$ cat src/rtl/sqf_pkg.sv
package sqf_pkg;
  typedef enum logic {
    THR_RUN = 1'b0,
    THR_SQ  = 1'b1
  } thr_state_e;
endpackage

$ cat src/rtl/sqf_thread.sv
module sqf_thread
  import sqf_pkg::*;
#(
  parameter int SEQ_W = 16,
  parameter int PC_W  = 32
) (
  input  logic             clk_i,
  input  logic             rst_ni,
  input  logic             req_i,
  input  logic [SEQ_W-1:0] seq_i,
  input  logic             incl_i,
  input  logic             mispred_i,
  input  logic             taken_i,
  input  logic [PC_W-1:0]  npc_i,
  input  logic [PC_W-1:0]  bpc_i,
  input  logic             trap_i,
  input  logic             flush_i,
  input  logic [SEQ_W-1:0] head_i,
  input  logic             empty_i,
  input  logic [PC_W-1:0]  fpc_i,
  input  logic             disp_vld_i,
  input  logic [SEQ_W-1:0] disp_seq_i,
  input  logic             done_i,
  output logic             ins_o,
  output logic             squashing_o,
  output logic [SEQ_W-1:0] young_o,
  output logic             bc_vld_o,
  output logic [SEQ_W-1:0] bc_seq_o,
  output logic             bc_mp_o,
  output logic             bc_tk_o,
  output logic [PC_W-1:0]  bc_npc_o,
  output logic [PC_W-1:0]  bc_bpc_o,
  output logic             enter_o,
  output logic             leave_o,
  output logic             mp_evt_o
);
  thr_state_e       state_q;
  logic [SEQ_W-1:0] young_q;
  logic [SEQ_W-1:0] bnd_sq, bnd_fl;
  logic             sq_acc, acc, stay, sq_d;

  always_comb begin
    bnd_sq = incl_i ? seq_i - SEQ_W'(1) : seq_i;
    bnd_fl = empty_i ? '0 : head_i - SEQ_W'(1);
    sq_acc = !flush_i && req_i && !trap_i && (seq_i <= young_q);
    acc    = flush_i || sq_acc;
    stay   = (state_q == THR_SQ) && !done_i;
    sq_d   = acc || stay;
  end

  assign ins_o       = disp_vld_i && (state_q == THR_RUN) && !acc;
  assign squashing_o = (state_q == THR_SQ);
  assign young_o     = young_q;
  assign enter_o     = sq_d && (state_q == THR_RUN);
  assign leave_o     = !sq_d && (state_q == THR_SQ);
  assign mp_evt_o    = sq_acc && mispred_i;

  always_ff @(posedge clk_i or negedge rst_ni) begin
    if (!rst_ni) begin
      state_q  <= THR_RUN;
      young_q  <= '0;
      bc_vld_o <= 1'b0;
      bc_seq_o <= '0;
      bc_mp_o  <= 1'b0;
      bc_tk_o  <= 1'b0;
      bc_npc_o <= '0;
      bc_bpc_o <= '0;
    end else begin
      state_q  <= sq_d ? THR_SQ : THR_RUN;
      bc_vld_o <= acc;
      if (flush_i) begin
        young_q  <= '0;
        bc_seq_o <= bnd_fl;
        bc_mp_o  <= 1'b0;
        bc_tk_o  <= 1'b0;
        bc_npc_o <= fpc_i;
        bc_bpc_o <= '0;
      end else if (sq_acc) begin
        young_q  <= bnd_sq;
        bc_seq_o <= bnd_sq;
        bc_mp_o  <= mispred_i;
        bc_tk_o  <= taken_i;
        bc_npc_o <= npc_i;
        bc_bpc_o <= bpc_i;
      end else if (ins_o) begin
        young_q <= disp_seq_i;
      end
    end
  end

  assert_trap_reject_R2: assert property (@(posedge clk_i) disable iff (!rst_ni)
    (req_i && trap_i && !flush_i) |=> !bc_vld_o);
  assert_no_insert_while_squash_R8: assert property (@(posedge clk_i) disable iff (!rst_ni)
    squashing_o |-> !ins_o);
  assert_insert_updates_mark_R8: assert property (@(posedge clk_i) disable iff (!rst_ni)
    ins_o |=> (young_o == $past(disp_seq_i)));
  assert_flush_clears_mark_R7: assert property (@(posedge clk_i) disable iff (!rst_ni)
    flush_i |=> (young_o == '0 && squashing_o && bc_vld_o && !bc_mp_o));
  assert_done_returns_R5: assert property (@(posedge clk_i) disable iff (!rst_ni)
    (squashing_o && done_i && !req_i && !flush_i) |=> !squashing_o);
endmodule

$ cat src/rtl/sqf_counter.sv
module sqf_counter #(
  parameter int NUM_THR = 2,
  parameter int CNT_W   = 8,
  localparam int SC_W   = $clog2(NUM_THR + 1)
) (
  input  logic               clk_i,
  input  logic               rst_ni,
  input  logic [NUM_THR-1:0] enter_i,
  input  logic [NUM_THR-1:0] leave_i,
  input  logic [NUM_THR-1:0] mp_i,
  output logic [SC_W-1:0]    sq_cnt_o,
  output logic [CNT_W-1:0]   mp_cnt_o
);
  logic [SC_W-1:0]  n_in, n_out;
  logic [CNT_W-1:0] n_mp;

  always_comb begin
    n_in  = '0;
    n_out = '0;
    n_mp  = '0;
    for (int i = 0; i < NUM_THR; i++) begin
      n_in  = n_in + SC_W'(enter_i[i]);
      n_out = n_out + SC_W'(leave_i[i]);
      n_mp  = n_mp + CNT_W'(mp_i[i]);
    end
  end

  always_ff @(posedge clk_i or negedge rst_ni) begin
    if (!rst_ni) begin
      sq_cnt_o <= '0;
      mp_cnt_o <= '0;
    end else begin
      sq_cnt_o <= sq_cnt_o + n_in - n_out;
      mp_cnt_o <= mp_cnt_o + n_mp;
    end
  end

  assert_no_enter_leave_same_R6: assert property (@(posedge clk_i) disable iff (!rst_ni)
    (enter_i & leave_i) == '0);
endmodule

$ cat src/rtl/squash_filter.sv
module squash_filter
  import sqf_pkg::*;
#(
  parameter int NUM_THR = 2,
  parameter int SEQ_W   = 16,
  parameter int PC_W    = 32,
  parameter int CNT_W   = 8,
  localparam int SC_W   = $clog2(NUM_THR + 1)
) (
  input  logic                     clk_i,
  input  logic                     rst_ni,
  input  logic [NUM_THR-1:0]       sq_req_i,
  input  logic [NUM_THR*SEQ_W-1:0] sq_seq_i,
  input  logic [NUM_THR-1:0]       sq_incl_i,
  input  logic [NUM_THR-1:0]       sq_mispred_i,
  input  logic [NUM_THR-1:0]       sq_taken_i,
  input  logic [NUM_THR*PC_W-1:0]  sq_next_pc_i,
  input  logic [NUM_THR*PC_W-1:0]  sq_bad_pc_i,
  input  logic [NUM_THR-1:0]       trap_pend_i,
  input  logic [NUM_THR-1:0]       flush_i,
  input  logic [NUM_THR*SEQ_W-1:0] head_seq_i,
  input  logic [NUM_THR-1:0]       rob_empty_i,
  input  logic [NUM_THR*PC_W-1:0]  flush_pc_i,
  input  logic [NUM_THR-1:0]       disp_vld_i,
  input  logic [NUM_THR*SEQ_W-1:0] disp_seq_i,
  input  logic [NUM_THR-1:0]       done_sq_i,
  output logic [NUM_THR-1:0]       ins_o,
  output logic [NUM_THR-1:0]       squashing_o,
  output logic [NUM_THR*SEQ_W-1:0] youngest_o,
  output logic [NUM_THR-1:0]       bc_vld_o,
  output logic [NUM_THR-1:0]       rob_sq_o,
  output logic [NUM_THR*SEQ_W-1:0] bc_done_seq_o,
  output logic [NUM_THR-1:0]       bc_mispred_o,
  output logic [NUM_THR-1:0]       bc_taken_o,
  output logic [NUM_THR*PC_W-1:0]  bc_next_pc_o,
  output logic [NUM_THR*PC_W-1:0]  bc_bad_pc_o,
  output logic [SC_W-1:0]          sq_cnt_o,
  output logic [CNT_W-1:0]         mp_cnt_o,
  output logic                     retire_block_o
);
  logic [NUM_THR-1:0] enter, leave, mp_evt;

  for (genvar t = 0; t < NUM_THR; t++) begin : g_thr
    sqf_thread #(.SEQ_W(SEQ_W), .PC_W(PC_W)) u_thr (
      .clk_i      (clk_i),
      .rst_ni     (rst_ni),
      .req_i      (sq_req_i[t]),
      .seq_i      (sq_seq_i[t*SEQ_W +: SEQ_W]),
      .incl_i     (sq_incl_i[t]),
      .mispred_i  (sq_mispred_i[t]),
      .taken_i    (sq_taken_i[t]),
      .npc_i      (sq_next_pc_i[t*PC_W +: PC_W]),
      .bpc_i      (sq_bad_pc_i[t*PC_W +: PC_W]),
      .trap_i     (trap_pend_i[t]),
      .flush_i    (flush_i[t]),
      .head_i     (head_seq_i[t*SEQ_W +: SEQ_W]),
      .empty_i    (rob_empty_i[t]),
      .fpc_i      (flush_pc_i[t*PC_W +: PC_W]),
      .disp_vld_i (disp_vld_i[t]),
      .disp_seq_i (disp_seq_i[t*SEQ_W +: SEQ_W]),
      .done_i     (done_sq_i[t]),
      .ins_o      (ins_o[t]),
      .squashing_o(squashing_o[t]),
      .young_o    (youngest_o[t*SEQ_W +: SEQ_W]),
      .bc_vld_o   (bc_vld_o[t]),
      .bc_seq_o   (bc_done_seq_o[t*SEQ_W +: SEQ_W]),
      .bc_mp_o    (bc_mispred_o[t]),
      .bc_tk_o    (bc_taken_o[t]),
      .bc_npc_o   (bc_next_pc_o[t*PC_W +: PC_W]),
      .bc_bpc_o   (bc_bad_pc_o[t*PC_W +: PC_W]),
      .enter_o    (enter[t]),
      .leave_o    (leave[t]),
      .mp_evt_o   (mp_evt[t])
    );
  end

  sqf_counter #(.NUM_THR(NUM_THR), .CNT_W(CNT_W)) u_cnt (
    .clk_i   (clk_i),
    .rst_ni  (rst_ni),
    .enter_i (enter),
    .leave_i (leave),
    .mp_i    (mp_evt),
    .sq_cnt_o(sq_cnt_o),
    .mp_cnt_o(mp_cnt_o)
  );

  assign rob_sq_o       = squashing_o;
  assign retire_block_o = &squashing_o;

  assert_cnt_matches_state_R6: assert property (@(posedge clk_i) disable iff (!rst_ni)
    32'(sq_cnt_o) == $countones(squashing_o));
  assert_retire_block_full_R9: assert property (@(posedge clk_i) disable iff (!rst_ni)
    retire_block_o |-> (32'(sq_cnt_o) == NUM_THR));
  assert_bcast_one_cycle_R11: assert property (@(posedge clk_i) disable iff (!rst_ni)
    (bc_vld_o != '0) |-> ((bc_vld_o & squashing_o) == bc_vld_o));
endmodule

$ cat config.mk
export PLATFORM = sky130hd
export DESIGN_NAME = squash_filter
export DESIGN_NICKNAME = d
export VERILOG_FILES = /design/src/rtl/sqf_pkg.sv /design/src/rtl/sqf_thread.sv /design/src/rtl/sqf_counter.sv /design/src/rtl/squash_filter.sv
export SDC_FILE = /design/constraint.sdc
export NUM_CORES = 1
export LEC_CHECK = 0
export CAP_MARGIN = 40
export CELL_PAD_IN_SITES_DETAIL_PLACEMENT = 0
export CELL_PAD_IN_SITES_GLOBAL_PLACEMENT = 1
export CORE_AREA = 4 4 204 206
export DETAILED_ROUTE_END_ITERATION = 6
export DIE_AREA = 0 0 208 210
export GPL_ROUTABILITY_DRIVEN = 0
export PLACE_DENSITY = 0.8
export SLEW_MARGIN = 20
export SYNTH_ARGS = -nofsm -noshare
export SYNTH_HDL_FRONTEND = slang
export SYNTH_SLANG_ARGS = --single-unit
export TNS_END_PERCENT = 30
$ cat constraint.sdc
create_clock -name clk_i -period 3.8 [get_ports clk_i]
set_input_delay 0.95 -clock clk_i [delete_from_list [all_inputs] [get_ports clk_i]]
set_output_delay 0.95 -clock clk_i [all_outputs]
set_load 0.05 [all_outputs]
==> impl_metrics.tcl <==
set metrics [dict create \
    dp_hpwl_mm 35.0 \
    drt-initial-drc-count 684 \
    synthToLayoutAreaGrowth_pct 67.3 \
    rsz0062_at_grt "yes" \
    layout_min_cycle_time_ns 3.77 \
    grt_pass1_wl_mm 68.4 \
    ys_warn_count 0 \
    pre_cts_ws_ns -0.626 \
    ys_seq_elements 210 \
    cp.arrival_ns 2.82 \
    max_freq_ghz 0.265 \
    netlist_instances 1151 \
    synth_seq_area_share 0.472 \
    cts_sinks 210 \
    ant_nets 0 \
    synth_cell_types 66 \
    skew_ns 0.0191 \
    synthArstFlopShare 1.00 \
    wl_per_cell_um 20.5 \
    power.density_nw_per_um2 410 \
    fin_setup_tns_ns 0 \
    cp_max_fo 3 \
    drc 0 \
    ir_worst_vdd_mv 0.369 \
    clkTransAtPathRegs_ns 0.06 \
    critical-path-top-delay-family "compound AO/OA/AOI/OAI gates" \
    die_area_um2 43700 \
    finalPower_mw 7.63 \
    antenna_found_initial 3 \
    cts_tree "done" \
    grt_pass1_vias 11275 \
    overflow 0 \
    setup_slack_ns 0.0271 \
    drt-total-wl_mm 46.1 \
    netlist_area_um2 11100 \
    crit_required_ns 2.85 \
    start_util 0.281 \
    synth-edff-count 0 \
    row_count 73 \
    slew_headroom 0.447 \
    nets 2054 \
    cts_root_buf "clkbuf_16" \
    grt_max_degree 96 \
    h-tree-depth 1 \
    clockBufferDepth 3 \
    cp-start-kind "input pin" \
    core_um2 39600 \
    hold_path_class "input pin to async pin" \
    critPathMaxStageDelay_ns 0.46 \
    hold_viol 0 \
    drive_gt1_frac 0.123 \
    crit_buf_inv 3 \
    groute.usage.overall 0.197 \
    numPortBuffers 522 \
    dr.pass1.iters 5 \
    worst_pin_slew_ns 0.830 \
    cp_cell_sequence "dlygate4sd2_1, ha_1, nand4_4, nor4_4, a21boi_4, o41ai_4, nor2_2, buf_6, and2_4, buf_12" \
    whs_ns 0.412 \
    report.final.slew_viol_count 0 \
    p_leak_nw 7.74 \
    maxCapViolations 0 \
    die_w_um 208 \
    status "finished, final reports clean" \
    worstSetupPathType "input pin to primary output" \
    placed_area_um2 17300 \
    synthFlopType "dfrtp_1" \
    crit_path_end_kind "primary output" \
    avgViaCountPerCell 4.91 \
    num_vias 11053 \
    ios 523 \
    crit_slowest_cell "o41ai_4" \
    timing.final.crit_share 0.993 \
    numCtsBuffers 26 \
    syn-num-nets 1501 \
    setup_viol_count_final 0 \
    avgSynthCellArea_um2 9.68 \
    post-route-cell-area_um2 18600 \
    clock_latency_ns 0.55 \
    die_h_um 210 \
]
routing by layer:
| layer | global-route usage | vias up | routed length (um) |
|---|---|---|---|
| met5 | 0 | - | 34 |
| met4 | 0.0698 | 4 | 1890 |
| met3 | 0.0569 | 96 | 3470 |
| met2 | 0.330 | 389 | 22000 |
| met1 | 0.244 | 5373 | 18700 |
| li1 | - | 5191 | - |
worst reg2reg max path: cells and delay by family (launching register included):
| kind | cells | cell delay, ns |
|---|---|---|
| adder cells (fa/ha/maj) | 3 | 1.23 |
| AO/OA/AOI/OAI | 4 | 0.89 |
| buffers and inverters | 4 | 0.45 |
| flip-flops | 1 | 0.36 |
| XOR/XNOR | 2 | 0.30 |
| AND/OR/NAND/NOR | 2 | 0.24 |
state kept, by name, summed over array words and instances (netlist names):
register                 count
g_thr.u_thr.bc_bpc_o        64
g_thr.u_thr.bc_mp_o          2
g_thr.u_thr.bc_npc_o        64
g_thr.u_thr.bc_seq_o        32
g_thr.u_thr.bc_tk_o          2
g_thr.u_thr.bc_vld_o         2
g_thr.u_thr.squashing_o      2
g_thr.u_thr.young_o         32
u_cnt.mp_cnt_o               8
u_cnt.sq_cnt_o               2
path summary, 6_finish.rpt:
kind	startpoint	end	slack [ns]	cells after the start
setup / recovery	sq_seq_i[28]	ins_o[1]	0.03	10
min in group clk_i	u_cnt.mp_cnt_o[7]$_DFF_PN0_	u_cnt.mp_cnt_o[7]$_DFF_PN0_	0.49	1
hold reg to reg	u_cnt.mp_cnt_o[7]$_DFF_PN0_	u_cnt.mp_cnt_o[7]$_DFF_PN0_	0.49	1
max in group asynchronous	rst_ni	g_thr[1].u_thr.bc_npc_o[10]$_DFFE_PN0P_	2.48	2
hold / removal	rst_ni	g_thr[1].u_thr.young_o[1]$_DFFE_PN0P_	0.41	1
setup reg to reg	g_thr[1].u_thr.young_o[1]$_DFFE_PN0P_	u_cnt.sq_cnt_o[1]$_DFF_PN0_	0.23	15
stage by stage:
step                utilization  instances
finish                    0.470       2250
global placement          0.434       2187
floorplan                     -       1151
detailed placement        0.435       2189
global route              0.470       2250
CTS                       0.464       2244
layout make-up:
| cell class | count | area (um2) |
|---|---|---|
| clock buffers | 31 | 699 |
| fillers | 3752 | 21000 |
| inverters | 57 | 214 |
| repair buffers | 614 | 6020 |
| multi-input cells | 795 | 5550 |
| well taps | 525 | 657 |
| diodes | 1 | 2.50 |
| flip-flops and latches | 210 | 5260 |
| clock inverters | 17 | 240 |
synthesized netlist by cell type (30+ instances only):
cell      number  area, um2
a21oi_1       35        175
a221o_1       43        430
and3_1        35        219
clkbuf_1      48        180
dfrtp_1      210       5260
ha_1          39        488
inv_1         56        210
nand2_1      149        559
nand2b_1      37        231
nor2_1        80        300
nor3_1        32        160
o21ai_0       70        350
or3_1         30        188
xnor2_1       31        272
xor2_1        31        272
where the power goes:
group	internal (mW)	switching, mW
Sequential	2.44	0.133
Combinational	0.962	1.38
Clock	1.66	1.06
Total	5.06	2.57
cell families after synthesis:
family,count (synthesis),share of synthesized area
adders and majority gates,42,0.0492
xor gates and xnor gates,62,0.0488
DFF,210,0.472
buffers and inverters,146,0.0601
muxes,2,0.00180
and+or+nand+nor,435,0.197
AOI/OAI and AO/OA,254,0.171
what timing repair did:
| item | in CTS | in global routing |
|---|---|---|
| resized for setup | 42 | 47 |
| hold buffers | 0 | 0 |
| buffers inserted | 8 | 4 |
| endpoints found under the setup margin | 4 | 5 |
| hold endpoints to repair | 0 | 0 |
| pin swaps | 24 | 32 |
cell usage in the layout (no fill, tap or decap), types with 34 or more instances in the layout:
cell	count
nand2b_1	37
a221o_1	43
o21ai_0	70
buf_4	85
dfrtp_1	210
and3_1	34
inv_1	54
nand2_1	147
clkdlybuf4s50_1	485
nor2_1	78
No activity file was read; power rests on OpenSTA's default activity.
